==> config.mk <==
export PLATFORM = sky130hd
export DESIGN_NAME = pfd_lock_top
export DESIGN_NICKNAME = d
export VERILOG_FILES = /design/src/rtl/pfd_lock_pkg.sv /design/src/rtl/pfd_pwr_seq.sv /design/src/rtl/pfd_core.sv /design/src/rtl/pfd_lock_detect.sv /design/src/rtl/pfd_pump_drive.sv /design/src/rtl/pfd_lock_top.sv
export SDC_FILE = /design/constraint.sdc
export NUM_CORES = 1
export LEC_CHECK = 0
export ABC_AREA = 1
export BUFFER_PORTS_ARGS = -buffer_cell sky130_fd_sc_hd__buf_2
export CORE_AREA = 4 4 41 43
export CTS_CLUSTER_DIAMETER = 100
export CTS_CLUSTER_SIZE = 20
export DETAILED_ROUTE_END_ITERATION = 10
export DIE_AREA = 0 0 45 47
export GPL_ROUTABILITY_DRIVEN = 1
export PLACE_DENSITY = 0.78
export SYNTH_ARGS = -nofsm -noshare
export SYNTH_HDL_FRONTEND = slang
export SYNTH_SLANG_ARGS = --single-unit
==> constraint.sdc <==
create_clock -name clk -period 2.3 [get_ports clk]
set_input_delay 0.115 -clock clk [delete_from_list [all_inputs] [get_ports clk]]
set_output_delay 0.115 -clock clk [all_outputs]
set_load 0.05 [all_outputs]
==> src/rtl/pfd_lock_pkg.sv <==
package pfd_lock_pkg;

  typedef struct packed {
    logic up;
    logic dn;
  } pump_cmd_t;

endpackage

==> src/rtl/pfd_pwr_seq.sv <==
module pfd_pwr_seq (
  input  logic clk,
  input  logic rst_n,
  input  logic pwr_en,
  output logic run,
  output logic active,
  output logic div_restart
);

  logic run_q;
  logic run_d;

  always_comb begin
    run_d = pwr_en;
  end

  always_ff @(posedge clk or negedge rst_n) begin
    if (!rst_n) run_q <= 1'b0;
    else        run_q <= run_d;
  end

  assign run         = run_q;
  assign active      = pwr_en & run_q;
  assign div_restart = pwr_en & ~run_q;

  // Restart strobe is followed by a running cycle
  assert_restart_then_run_R6: assert property (@(posedge clk) disable iff (!rst_n)
    div_restart |=> run);

  // Stopped dividers keep the control flag low
  assert_ctrl_low_stopped_R5: assert property (@(posedge clk) disable iff (!rst_n)
    !pwr_en |=> !run);

endmodule

==> src/rtl/pfd_core.sv <==
module pfd_core
  import pfd_lock_pkg::*;
(
  input  logic      clk,
  input  logic      rst_n,
  input  logic      active,
  input  logic      ref_pulse,
  input  logic      vco_pulse,
  output pump_cmd_t cmd,
  output logic      period_end
);

  logic up_q, dn_q;
  logic up_d, dn_d;
  logic both;

  assign both = up_q & dn_q;

  always_comb begin
    up_d = 1'b0;
    dn_d = 1'b0;
    if (active) begin
      up_d = ref_pulse | (up_q & ~both);
      dn_d = vco_pulse | (dn_q & ~both);
    end
  end

  always_ff @(posedge clk or negedge rst_n) begin
    if (!rst_n) begin
      up_q <= 1'b0;
      dn_q <= 1'b0;
    end else begin
      up_q <= up_d;
      dn_q <= dn_d;
    end
  end

  assign cmd.up     = up_q;
  assign cmd.dn     = dn_q;
  assign period_end = both;

  assert_ref_sets_up_R1: assert property (@(posedge clk) disable iff (!rst_n)
    (active && ref_pulse) |=> up_q);

  assert_vco_sets_dn_R1: assert property (@(posedge clk) disable iff (!rst_n)
    (active && vco_pulse) |=> dn_q);

  assert_both_clear_R1: assert property (@(posedge clk) disable iff (!rst_n)
    (up_q && dn_q && !ref_pulse && !vco_pulse) |=> (!up_q && !dn_q));

endmodule

==> src/rtl/pfd_lock_detect.sv <==
module pfd_lock_detect
  import pfd_lock_pkg::*;
#(
  parameter int LOCK_TOL     = 4,
  parameter int LOCK_PERIODS = 8
) (
  input  logic      clk,
  input  logic      rst_n,
  input  logic      active,
  input  pump_cmd_t cmd,
  input  logic      period_end,
  output logic      lock
);

  localparam int EW = $clog2(LOCK_TOL + 1);
  localparam int GW = $clog2(LOCK_PERIODS + 1);
  localparam logic [EW-1:0] TOL_V = EW'(LOCK_TOL);
  localparam logic [GW-1:0] RUN_V = GW'(LOCK_PERIODS);

  logic [EW-1:0] err_q, err_d;
  logic [GW-1:0] good_q, good_d;
  logic          err_ok;

  assign err_ok = (err_q < TOL_V);

  always_comb begin
    err_d  = err_q;
    good_d = good_q;
    if (!active) begin
      err_d  = '0;
      good_d = '0;
    end else if (period_end) begin
      err_d = '0;
      if (!err_ok)              good_d = '0;
      else if (good_q != RUN_V) good_d = good_q + 1'b1;
    end else if ((cmd.up ^ cmd.dn) && (err_q != TOL_V)) begin
      err_d = err_q + 1'b1;
    end
  end

  always_ff @(posedge clk or negedge rst_n) begin
    if (!rst_n) begin
      err_q  <= '0;
      good_q <= '0;
    end else begin
      err_q  <= err_d;
      good_q <= good_d;
    end
  end

  assign lock = (good_q == RUN_V);

  assert_lock_rise_at_end_R7: assert property (@(posedge clk) disable iff (!rst_n)
    $rose(lock) |-> $past(period_end));

  assert_bad_period_unlocks_R8: assert property (@(posedge clk) disable iff (!rst_n)
    (active && period_end && !err_ok) |=> !lock);

  assert_save_unlocks_R9: assert property (@(posedge clk) disable iff (!rst_n)
    !active |=> !lock);

endmodule

==> src/rtl/pfd_pump_drive.sv <==
module pfd_pump_drive
  import pfd_lock_pkg::*;
(
  input  logic      run,
  input  pump_cmd_t cmd,
  output logic      pump_up,
  output logic      pump_dn,
  output logic      drive_en,
  output logic      drive_val
);

  always_comb begin
    pump_up   = cmd.up;
    pump_dn   = cmd.dn;
    drive_en  = run & (cmd.up ^ cmd.dn);
    drive_val = cmd.up & ~cmd.dn;
  end

endmodule

==> src/rtl/pfd_lock_top.sv <==
module pfd_lock_top
  import pfd_lock_pkg::*;
#(
  parameter int LOCK_TOL     = 4,
  parameter int LOCK_PERIODS = 8
) (
  input  logic clk,
  input  logic rst_n,
  input  logic pwr_en,
  input  logic ref_pulse,
  input  logic vco_pulse,
  output logic div_restart,
  output logic cp_ctrl,
  output logic pump_up,
  output logic pump_dn,
  output logic cp_drive_en,
  output logic cp_drive_val,
  output logic lock
);

  logic      rst_meta_q, rst_sync_q;
  logic      run, active, period_end;
  pump_cmd_t cmd;

  always_ff @(posedge clk or negedge rst_n) begin
    if (!rst_n) begin
      rst_meta_q <= 1'b0;
      rst_sync_q <= 1'b0;
    end else begin
      rst_meta_q <= 1'b1;
      rst_sync_q <= rst_meta_q;
    end
  end

  pfd_pwr_seq u_pwr (
    .clk         (clk),
    .rst_n       (rst_sync_q),
    .pwr_en      (pwr_en),
    .run         (run),
    .active      (active),
    .div_restart (div_restart)
  );

  pfd_core u_core (
    .clk        (clk),
    .rst_n      (rst_sync_q),
    .active     (active),
    .ref_pulse  (ref_pulse),
    .vco_pulse  (vco_pulse),
    .cmd        (cmd),
    .period_end (period_end)
  );

  pfd_lock_detect #(
    .LOCK_TOL     (LOCK_TOL),
    .LOCK_PERIODS (LOCK_PERIODS)
  ) u_lock (
    .clk        (clk),
    .rst_n      (rst_sync_q),
    .active     (active),
    .cmd        (cmd),
    .period_end (period_end),
    .lock       (lock)
  );

  pfd_pump_drive u_drive (
    .run       (run),
    .cmd       (cmd),
    .pump_up   (pump_up),
    .pump_dn   (pump_dn),
    .drive_en  (cp_drive_en),
    .drive_val (cp_drive_val)
  );

  assign cp_ctrl = run;

  assert_drive_one_cmd_R3: assert property (@(posedge clk) disable iff (!rst_sync_q)
    cp_drive_en |-> (pump_up != pump_dn));

  assert_save_releases_R4: assert property (@(posedge clk) disable iff (!rst_sync_q)
    !pwr_en |=> (!pump_up && !pump_dn && !cp_drive_en));

  assert_hiz_when_stopped_R5: assert property (@(posedge clk) disable iff (!rst_sync_q)
    !cp_ctrl |-> !cp_drive_en);

endmodule

==> impl_metrics.env, run 1 <==
export IMPL_outcome="completed"
export IMPL_setup_tns_ns=0
export IMPL_clock_path_buffers=2
export IMPL_combPwrFrac_pct=14.2
export IMPL_yosysTopAreaCell="dfrtp_1"
export IMPL_async_flop_share_pct=100
export IMPL_cts_buffers=3
export IMPL_worstSetupPathType="flop to output pin"
export IMPL_postCtsSetupBuffers=0
export IMPL_critPathCaptureType="output pin"
export IMPL_power_frac_seq_pct=49.6
export IMPL_post_cts_resize_count=0
export IMPL_netlist_area_um2=676
export IMPL_boundaryPins=12
export IMPL_nFillCells=115
export IMPL_gp_congestion=0.746
export IMPL_antenna_found_initial=0
export IMPL_ys_warn_count=0
export IMPL_cts_root_buf="clkbuf_4"
export IMPL_drt_pass1_iter_count=4
export IMPL_synth_edf_count=0
export IMPL_synth_seq_cells=12
export IMPL_crit_chain="inv_1 > ha_1 > nor2_1 > buf_2"
export IMPL_postRouteAntennaNets=0
export IMPL_hp_start="vco_pulse"
export IMPL_clkPwrFrac_pct=36.1
export IMPL_gr_total_overflow=0
export IMPL_vias=530
export IMPL_start_util_pct=51.9
export IMPL_power_share_switching_pct=27.6
export IMPL_dp_hpwl_um=964
export IMPL_crit_arrival_ns=1.43
export IMPL_finalCritPeriodShare_pct=67.3
export IMPL_finalHoldViolCount=0
export IMPL_first_iter_violations=7
export IMPL_intPower_mw=0.336
export IMPL_hold_buffers=2
export IMPL_synth_main_ff_cell="dfrtp_1"
export IMPL_num_rows=13
export IMPL_start_kind="flop"
export IMPL_max_stage_delay_ns=0.41
export IMPL_seq_area_um2=300
export IMPL_grt_total_usage_pct=14.0
export IMPL_period_needed_ns=1.55
export IMPL_rr_worst_depth=7
export IMPL_drc=0
export IMPL_synth_area_leaders="dfrtp_1, ha_1, inv_1, nand2_1, nor2_1"
export IMPL_power_density_nw_per_um2=575
export IMPL_drive_gt1_share_pct=25.0
export IMPL_dieArea_um2=2120
export IMPL_worstPathRequired_ns=2.18
export IMPL_cp_num_cells=4
export IMPL_rsz0062_at_grt="no"
export IMPL_crit_slowest_cell="dfrtp_1"
export IMPL_grt_pass1_wl_um=2010
export IMPL_insertedDiodeCount=0
export IMPL_nets=110
export IMPL_setup_viol=0
export IMPL_synthCells=79
export IMPL_r2r_start="u_core.up_q"
export IMPL_finalMaxSlewViolations=0
export IMPL_cap_violations=0
export IMPL_hp_class="input port to flop"
export IMPL_syn_num_nets=92
export IMPL_crit_fanout=5
export IMPL_r2r_slack_ns=0.95
export IMPL_yosysTopAreaCellShare_pct=44.4
export IMPL_crit_buf_inv=2
export IMPL_wl_per_cell_um=11.0
export IMPL_fin_skew_ns=0.000677
export IMPL_fmax_mhz=646
export IMPL_syn_area_per_cell_um2=8.55
export IMPL_multiInputGateArea_um2=315
export IMPL_cts_tree="built"
export IMPL_cts_sinks=12
export IMPL_htreeDepth=1
export IMPL_synth_cell_types=16
export IMPL_crit_end="cp_drive_en"
export IMPL_core_um2=1300
export IMPL_critical_path_startpoint="u_core.up_q"
export IMPL_r2r_end="u_lock.err_q[2]"
export IMPL_synth_seq_area_share_pct=44.4
export IMPL_io_buffers=11
export IMPL_p_leak_nw=0.438
export IMPL_p_total_mw=0.463
export IMPL_synth_commonest_cells="inv_1, nand2_1, dfrtp_1, ha_1, nor2_1"
export IMPL_crit_family="flip-flops"
export IMPL_die_width_um=45
export IMPL_viasPerCell=4.77
export IMPL_grt_pass1_vias=488
export IMPL_max_vdd_ir_drop_v=0.000298
export IMPL_p_sw_mw=0.128
export IMPL_syn_to_final_growth_pct=19.3
export IMPL_drt_wl_total_um=1220
export IMPL_clkLatencyLatePin_ns=0.27
export IMPL_grt_max_degree=11
export IMPL_path_clk_slew_ns=0.07
export IMPL_dieHeight_um=47
[final cells by class]
type	instances	area share, %
timing repair buffer	13	9.32
tap	15	2.33
inverter	16	7.45
multi-input combinational	51	39.1
sequential	12	37.3
clock buffer	4	4.50
[placed cells by master, fill, tap and decap left out, drive strengths merged]
master	synthesis	final
a21oi	2	2
ha	8	8
xnor2	1	1
nand2	17	17
dfrtp	12	12
nor2	10	10
conb	1	1
dlygate4sd3	0	2
nand4	3	3
inv	16	16
nand3	6	6
buf	0	11
o21ai	3	3
clkbuf	0	4
[per-stage QoR]
stage | util [%] | instances | setup slack, ns | hold slack [ns] | instance area (µm²)
CTS | 61.9 | 111 | 0.735 | 0.0507 | 806
global route | 61.9 | 111 | 0.654 | 0.0766 | 806
floorplan | - | 79 | 0.451 | -0.181 | 676
finish | 61.9 | 111 | 0.751 | 0.0578 | 806
global placement | 57.6 | 105 | 1.07 | -0.100 | 749
detailed placement | 57.6 | 105 | 0.974 | -0.0969 | 749
[worst min path at each step]
stage / to / slack [ns] / cells after the start
after CTS: u_core.dn_q / 0.05 / 3
after floorplan: rst_meta_q / -0.18 / 0
after global routing: u_core.dn_q / 0.08 / 3
after global placement: rst_meta_q / -0.10 / 1
after detailed placement: rst_sync_q / -0.1 / 1
final: u_core.dn_q / 0.06 / 3
[routing by layer]
metal  vias up  wire [µm]  track usage (%)
li1        277          -                -
met1       241        534             16.0
met2         8        612             22.6
met3         4         45             2.30
met4         0         30             12.3
met5         -          0                0
[sequential cells by signal, indices dropped and copies added (netlist names)]
| name | cells |
|---|---|
| rst_meta_q | 1 |
| u_lock.err_q | 3 |
| u_core.up_q | 1 |
| u_core.dn_q | 1 |
| u_pwr.run | 1 |
| rst_sync_q | 1 |
| u_lock.good_q | 4 |
[worst min-delay path, delay by kind of cell]
kind | cells | cell delay [ns]
AND/OR/NAND/NOR | 2 | 0.10
buffers and inverters | 1 | 0.08
[kinds of logic after synthesis]
family | Yosys count | share of synthesized area (%)
and+or+nand+nor | 36 | 26.3
buffers and inverters | 16 | 8.89
DFF | 12 | 44.4
adders and majority gates | 8 | 14.8
AOI/OAI and AO/OA | 5 | 3.70
xor gates and xnor gates | 1 | 1.30
other | 1 | 0.555
[power by group through the flow]
stage / Clock [mW] / Combinational [mW] / Sequential, mW
finish: 0.167 / 0.0659 / 0.230
CTS: 0.175 / 0.0667 / 0.230
detailed placement: 0 / 0.0635 / 0.235
global route: 0.182 / 0.0729 / 0.232
global placement: 0 / 0.0613 / 0.234
floorplan: 0 / 0.0385 / 0.241
Power figures use the tool's default switching activity.
==> run 2: changes to the inputs <==
Settings changed: CORE_AREA 4 4 41 43 to not set, CORE_MARGIN set to 4, CORE_UTILIZATION set to 52, DIE_AREA 0 0 45 47 to not set, PLACE_DENSITY 0.78 to 0.8.
Clock period 2.3 ns to 1.46 ns, I/O delays scaled along.
==> impl_metrics.env, run 2 (same netlist as run 1, synthesis figures left out) <==
export IMPL_max_stage_delay_ns=0.44
export IMPL_dieArea_um2=1940
export IMPL_gr_total_overflow=0
export IMPL_crit_buf_inv=2
export IMPL_insertedDiodeCount=0
export IMPL_power_share_switching_pct=29.8
export IMPL_start_kind="flop"
export IMPL_placed_cell_area_um2=763
export IMPL_critPathCaptureType="output pin"
export IMPL_dp_hpwl_um=973
export IMPL_core_um2=1170
export IMPL_postRouteAntennaNets=0
export IMPL_finalHoldViolCount=0
export IMPL_layout_common_cells="inv_1, nand2_1, dfrtp_1"
export IMPL_grt_max_degree=11
export IMPL_finalCritPeriodShare_pct=97.1
export IMPL_p_total_mw=0.774
export IMPL_largest_reg_flops=4
export IMPL_largestRegisters="u_lock.good_q (4), u_lock.err_q (3)"
export IMPL_period_needed_ns=1.42
export IMPL_design_area_um2=883
export IMPL_nFillCells=75
export IMPL_cts_sinks=12
export IMPL_path_clk_slew_ns=0.08
export IMPL_worstSetupPathType="flop to output pin"
export IMPL_fin_hold_ws_ns=0.0167
export IMPL_place_ws_ns=0.167
export IMPL_setup_tns_ns=0
export IMPL_start_util_pct=57.7
export IMPL_antenna_found_initial=0
export IMPL_hp_class="input port to flop"
export IMPL_p_sw_mw=0.231
export IMPL_dieHeight_um=44.0
export IMPL_min_path_cells=3
export IMPL_drt_wl_total_um=1620
export IMPL_max_vdd_ir_drop_v=0.000719
export IMPL_gp_congestion=0.812
export IMPL_rsz0062_at_grt="no"
export IMPL_power_frac_seq_pct=47.0
export IMPL_worst_slack_ns=0.0424
export IMPL_intPower_mw=0.544
export IMPL_clkLatencyLatePin_ns=0.28
export IMPL_die_width_um=44.0
export IMPL_outcome="completed"
export IMPL_cts_root_buf="clkbuf_4"
export IMPL_crit_chain="inv_1 > ha_2 > nand2_2 > nor2_4 > buf_8"
export IMPL_first_iter_violations=25
export IMPL_crit_family="flip-flops"
export IMPL_grt_total_usage_pct=15.8
export IMPL_num_rows=12
export IMPL_r2r_slack_ns=0.10
export IMPL_crit_arrival_ns=1.34
export IMPL_wl_per_cell_um=14.2
export IMPL_cts_tree="built"
export IMPL_rr_worst_depth=9
export IMPL_fin_skew_ns=0.00241
export IMPL_io_buffers=11
export IMPL_crit_slowest_cell="dfrtp_1"
export IMPL_vias=615
export IMPL_setup_viol=0
export IMPL_boundaryPins=12
export IMPL_drt_pass1_iter_count=4
export IMPL_clkPwrFrac_pct=36.4
export IMPL_viasPerCell=5.39
export IMPL_worstPathRequired_ns=1.39
export IMPL_power_density_nw_per_um2=877
export IMPL_crit_fanout=5
export IMPL_drc=0
export IMPL_cts_buffers=3
export IMPL_drive_gt1_share_pct=35.0
export IMPL_cap_violations=0
export IMPL_cp_num_cells=5
export IMPL_htreeDepth=1
export IMPL_fmax_mhz=705
export IMPL_syn_to_final_growth_pct=30.7
export IMPL_clock_path_buffers=2
export IMPL_grt_pass1_vias=548
export IMPL_combPwrFrac_pct=16.6
export IMPL_nets=114
export IMPL_grt_pass1_wl_um=2190
export IMPL_finalMaxSlewViolations=0
export IMPL_p_leak_nw=0.458
export IMPL_largest_register="u_lock.good_q"
run 2: changes by cell type in the layout (fill, tap and decap cells not counted), sizes merged:
cell / change
buf: +4
run 2: layer usage:
layer,track usage (%),part of all wire (%),routed length (µm)
met5,0,0,0
met4,10.2,4.7,76
met3,6.50,7.1,115
met2,25.6,48,780
met1,16.7,40,646
run 2: area by class of cell:
type	instances	area [µm²]	share of cell area [%]
tap	14	17.5	1.98
inverter	16	60.1	6.80
clock buffer	4	36.3	4.11
sequential	12	303	34.3
timing repair buffer	17	121	13.7
multi-input combinational	51	345	39.1
run 2: worst reg2reg max path, delay by kind of cell, from the launching register on:
kind | cells | cell delay (ns)
adder cells (fa/ha/maj) | 1 | 0.19
flip-flops | 1 | 0.44
buffers and inverters | 2 | 0.20
AND/OR/NAND/NOR | 6 | 0.47
run 2: power by group through the flow:
stage,combinational (mW),sequential (mW),clock (mW)
2_1_floorplan,0.0643,0.380,0
3_5_place_dp,0.104,0.370,0
6_report,0.129,0.364,0.282
3_3_place_gp,0.100,0.369,0
5_1_grt,0.138,0.366,0.298
4_1_cts,0.110,0.363,0.275
run 2: worst paths after layout:
| kind | from | endpoint |
|---|---|---|
| min reg2reg | rst_sync_q | u_lock.good_q[0] |
| min in group asynchronous | rst_n | rst_sync_q |
| min | ref_pulse | u_core.up_q |
| max in group asynchronous | rst_sync_q | u_core.up_q |
| max | u_lock.good_q[1] | lock |
| max reg2reg | u_lock.good_q[1] | u_lock.good_q[0] |
run 2: timing repair:
action,in CTS,in global routing
resized for setup,3,6
setup endpoints to repair,2,2
pin swaps,0,1
buffers inserted,0,4
hold endpoints to repair,3,0
hold buffers,2,0
run 2: through the flow:
step,std cells,util (%)
global placement,104,65.2
finish,114,75.4
CTS,110,70.7
floorplan,79,-
detailed placement,104,65.2
global route,114,75.4
==> run 3: changes to the inputs <==
Settings changed: GPL_TIMING_DRIVEN set to 0.
Clock period 1.46 ns to 1.4 ns, I/O delays scaled along.
==> impl_metrics.env, run 3 (same netlist as run 1, synthesis figures left out) <==
export IMPL_boundaryPins=12
export IMPL_viasPerCell=5.17
export IMPL_finalMaxSlewViolations=0
export IMPL_setup_viol=0
export IMPL_layout_common_cells="nand2_1, inv_1, dfrtp_1"
export IMPL_worstSetupPathType="flop to output pin"
export IMPL_num_rows=12
export IMPL_largest_register="u_lock.good_q"
export IMPL_drt_pass1_iter_count=4
export IMPL_insertedDiodeCount=0
export IMPL_fin_skew_ns=0.00342
export IMPL_io_buffers=11
export IMPL_dp_hpwl_um=989
export IMPL_p_leak_nw=0.447
export IMPL_postRouteAntennaNets=0
export IMPL_grt_pass1_wl_um=2210
export IMPL_first_iter_violations=15
export IMPL_placed_cell_area_um2=778
export IMPL_wl_per_cell_um=12.8
export IMPL_rsz0062_at_grt="yes"
export IMPL_antenna_found_initial=0
export IMPL_period_needed_ns=1.38
export IMPL_start_kind="flop"
export IMPL_final_util_pct=73.8
export IMPL_syn_to_final_growth_pct=28.0
export IMPL_drc=0
export IMPL_max_vdd_ir_drop_v=0.000505
export IMPL_crit_family="flip-flops"
export IMPL_fmax_mhz=722
export IMPL_cts_root_buf="clkbuf_4"
export IMPL_finalCritPeriodShare_pct=98.9
export IMPL_dieArea_um2=1940
export IMPL_cts_buffers=3
export IMPL_die_width_um=44.0
export IMPL_crit_chain="inv_1 > ha_2 > nand2_1 > nor2_4 > buf_6"
export IMPL_cts_sinks=12
export IMPL_place_ws_ns=0.153
export IMPL_hp_class="input port to flop"
export IMPL_drt_wl_total_um=1430
export IMPL_gp_congestion=0.716
export IMPL_design_area_um2=865
export IMPL_crit_arrival_ns=1.31
export IMPL_vias=579
export IMPL_worstPathRequired_ns=1.33
export IMPL_crit_buf_inv=2
export IMPL_core_um2=1170
export IMPL_drive_gt1_share_pct=34.7
export IMPL_cts_tree="built"
export IMPL_clock_path_buffers=2
export IMPL_path_clk_slew_ns=0.08
export IMPL_crit_slowest_cell="dfrtp_1"
export IMPL_grt_total_usage_pct=15.8
export IMPL_grt_pass1_vias=530
export IMPL_largestRegisters="u_lock.good_q (4), u_lock.err_q (3)"
export IMPL_cap_violations=0
export IMPL_gr_total_overflow=0
export IMPL_dieHeight_um=44.0
export IMPL_clkLatencyLatePin_ns=0.28
export IMPL_htreeDepth=1
export IMPL_worst_slack_ns=0.0152
export IMPL_setup_tns_ns=0
export IMPL_stdcell_count=112
export IMPL_start_util_pct=57.7
export IMPL_max_stage_delay_ns=0.42
export IMPL_nets=112
export IMPL_dp_cells=104
export IMPL_power_density_nw_per_um2=914
export IMPL_critPathCaptureType="output pin"
export IMPL_crit_fanout=4
export IMPL_largest_reg_flops=4
export IMPL_finalHoldViolCount=0
export IMPL_final_common_cell="nand2_1"
export IMPL_grt_max_degree=11
export IMPL_outcome="completed"
-- run 3: what timing repair did --
action | in CTS | in global routing
hold buffers | 2 | 0
hold endpoints to repair | 3 | 0
setup endpoints to repair | 2 | 2
gates resized for setup | 5 | 1
buffers inserted | 0 | 2
-- run 3: per-layer routing --
metal | part of all wire [%] | GRT usage, %
met5 | 0 | 0
met2 | 48 | 26.2
met3 | 4.8 | 3.66
met1 | 43 | 18.6
met4 | 3.4 | 9.04
-- run 3: worst reg2reg max path: stages (launching register included) --
cell	delay (ns)
dfrtp_2	0.46
inv_2	0.08
ha_4	0.21
inv_1	0.07
nand2_1	0.10
inv_1	0.09
nand3_1	0.07
a21oi_1	0.13
-- run 3: layout make-up --
type,count,area (µm²)
multi-input cells,51,345
fillers,85,307
flip-flops and latches,12,303
repair buffers,15,103
inverters,16,60.1
clock buffers,4,36.3
well taps,14,17.5
-- run 3: power by group --
part	leakage, nW	internal, mW	switching (mW)
clock	0.0210	0.158	0.123
combinational	0.271	0.0461	0.0847
sequential	0.155	0.360	0.0182
total	0.447	0.564	0.226
-- run 3: path summary, 6_finish.rpt --
kind                                   from         endpoint  slack [ns]  cells past startpoint
setup / recovery           u_lock.good_q[1]             lock        0.02                      5
hold / removal                    ref_pulse      u_core.up_q        0.01                      3
setup reg to reg                u_core.up_q  u_lock.err_q[2]        0.11                      7
hold reg to reg                  rst_sync_q  u_lock.err_q[0]        0.17                      0
max in group asynchronous        rst_sync_q      u_core.dn_q        0.90                      0
min in group asynchronous             rst_n       rst_meta_q        0.10                      2
-- run 3: stage by stage --
stage	hold slack (ns)	total power, mW
2_1_floorplan	-0.226	0.468
3_3_place_gp	-0.145	0.494
3_5_place_dp	-0.144	0.501
4_1_cts	0.00399	0.790
5_1_grt	0.0283	0.822
6_report	0.0102	0.790
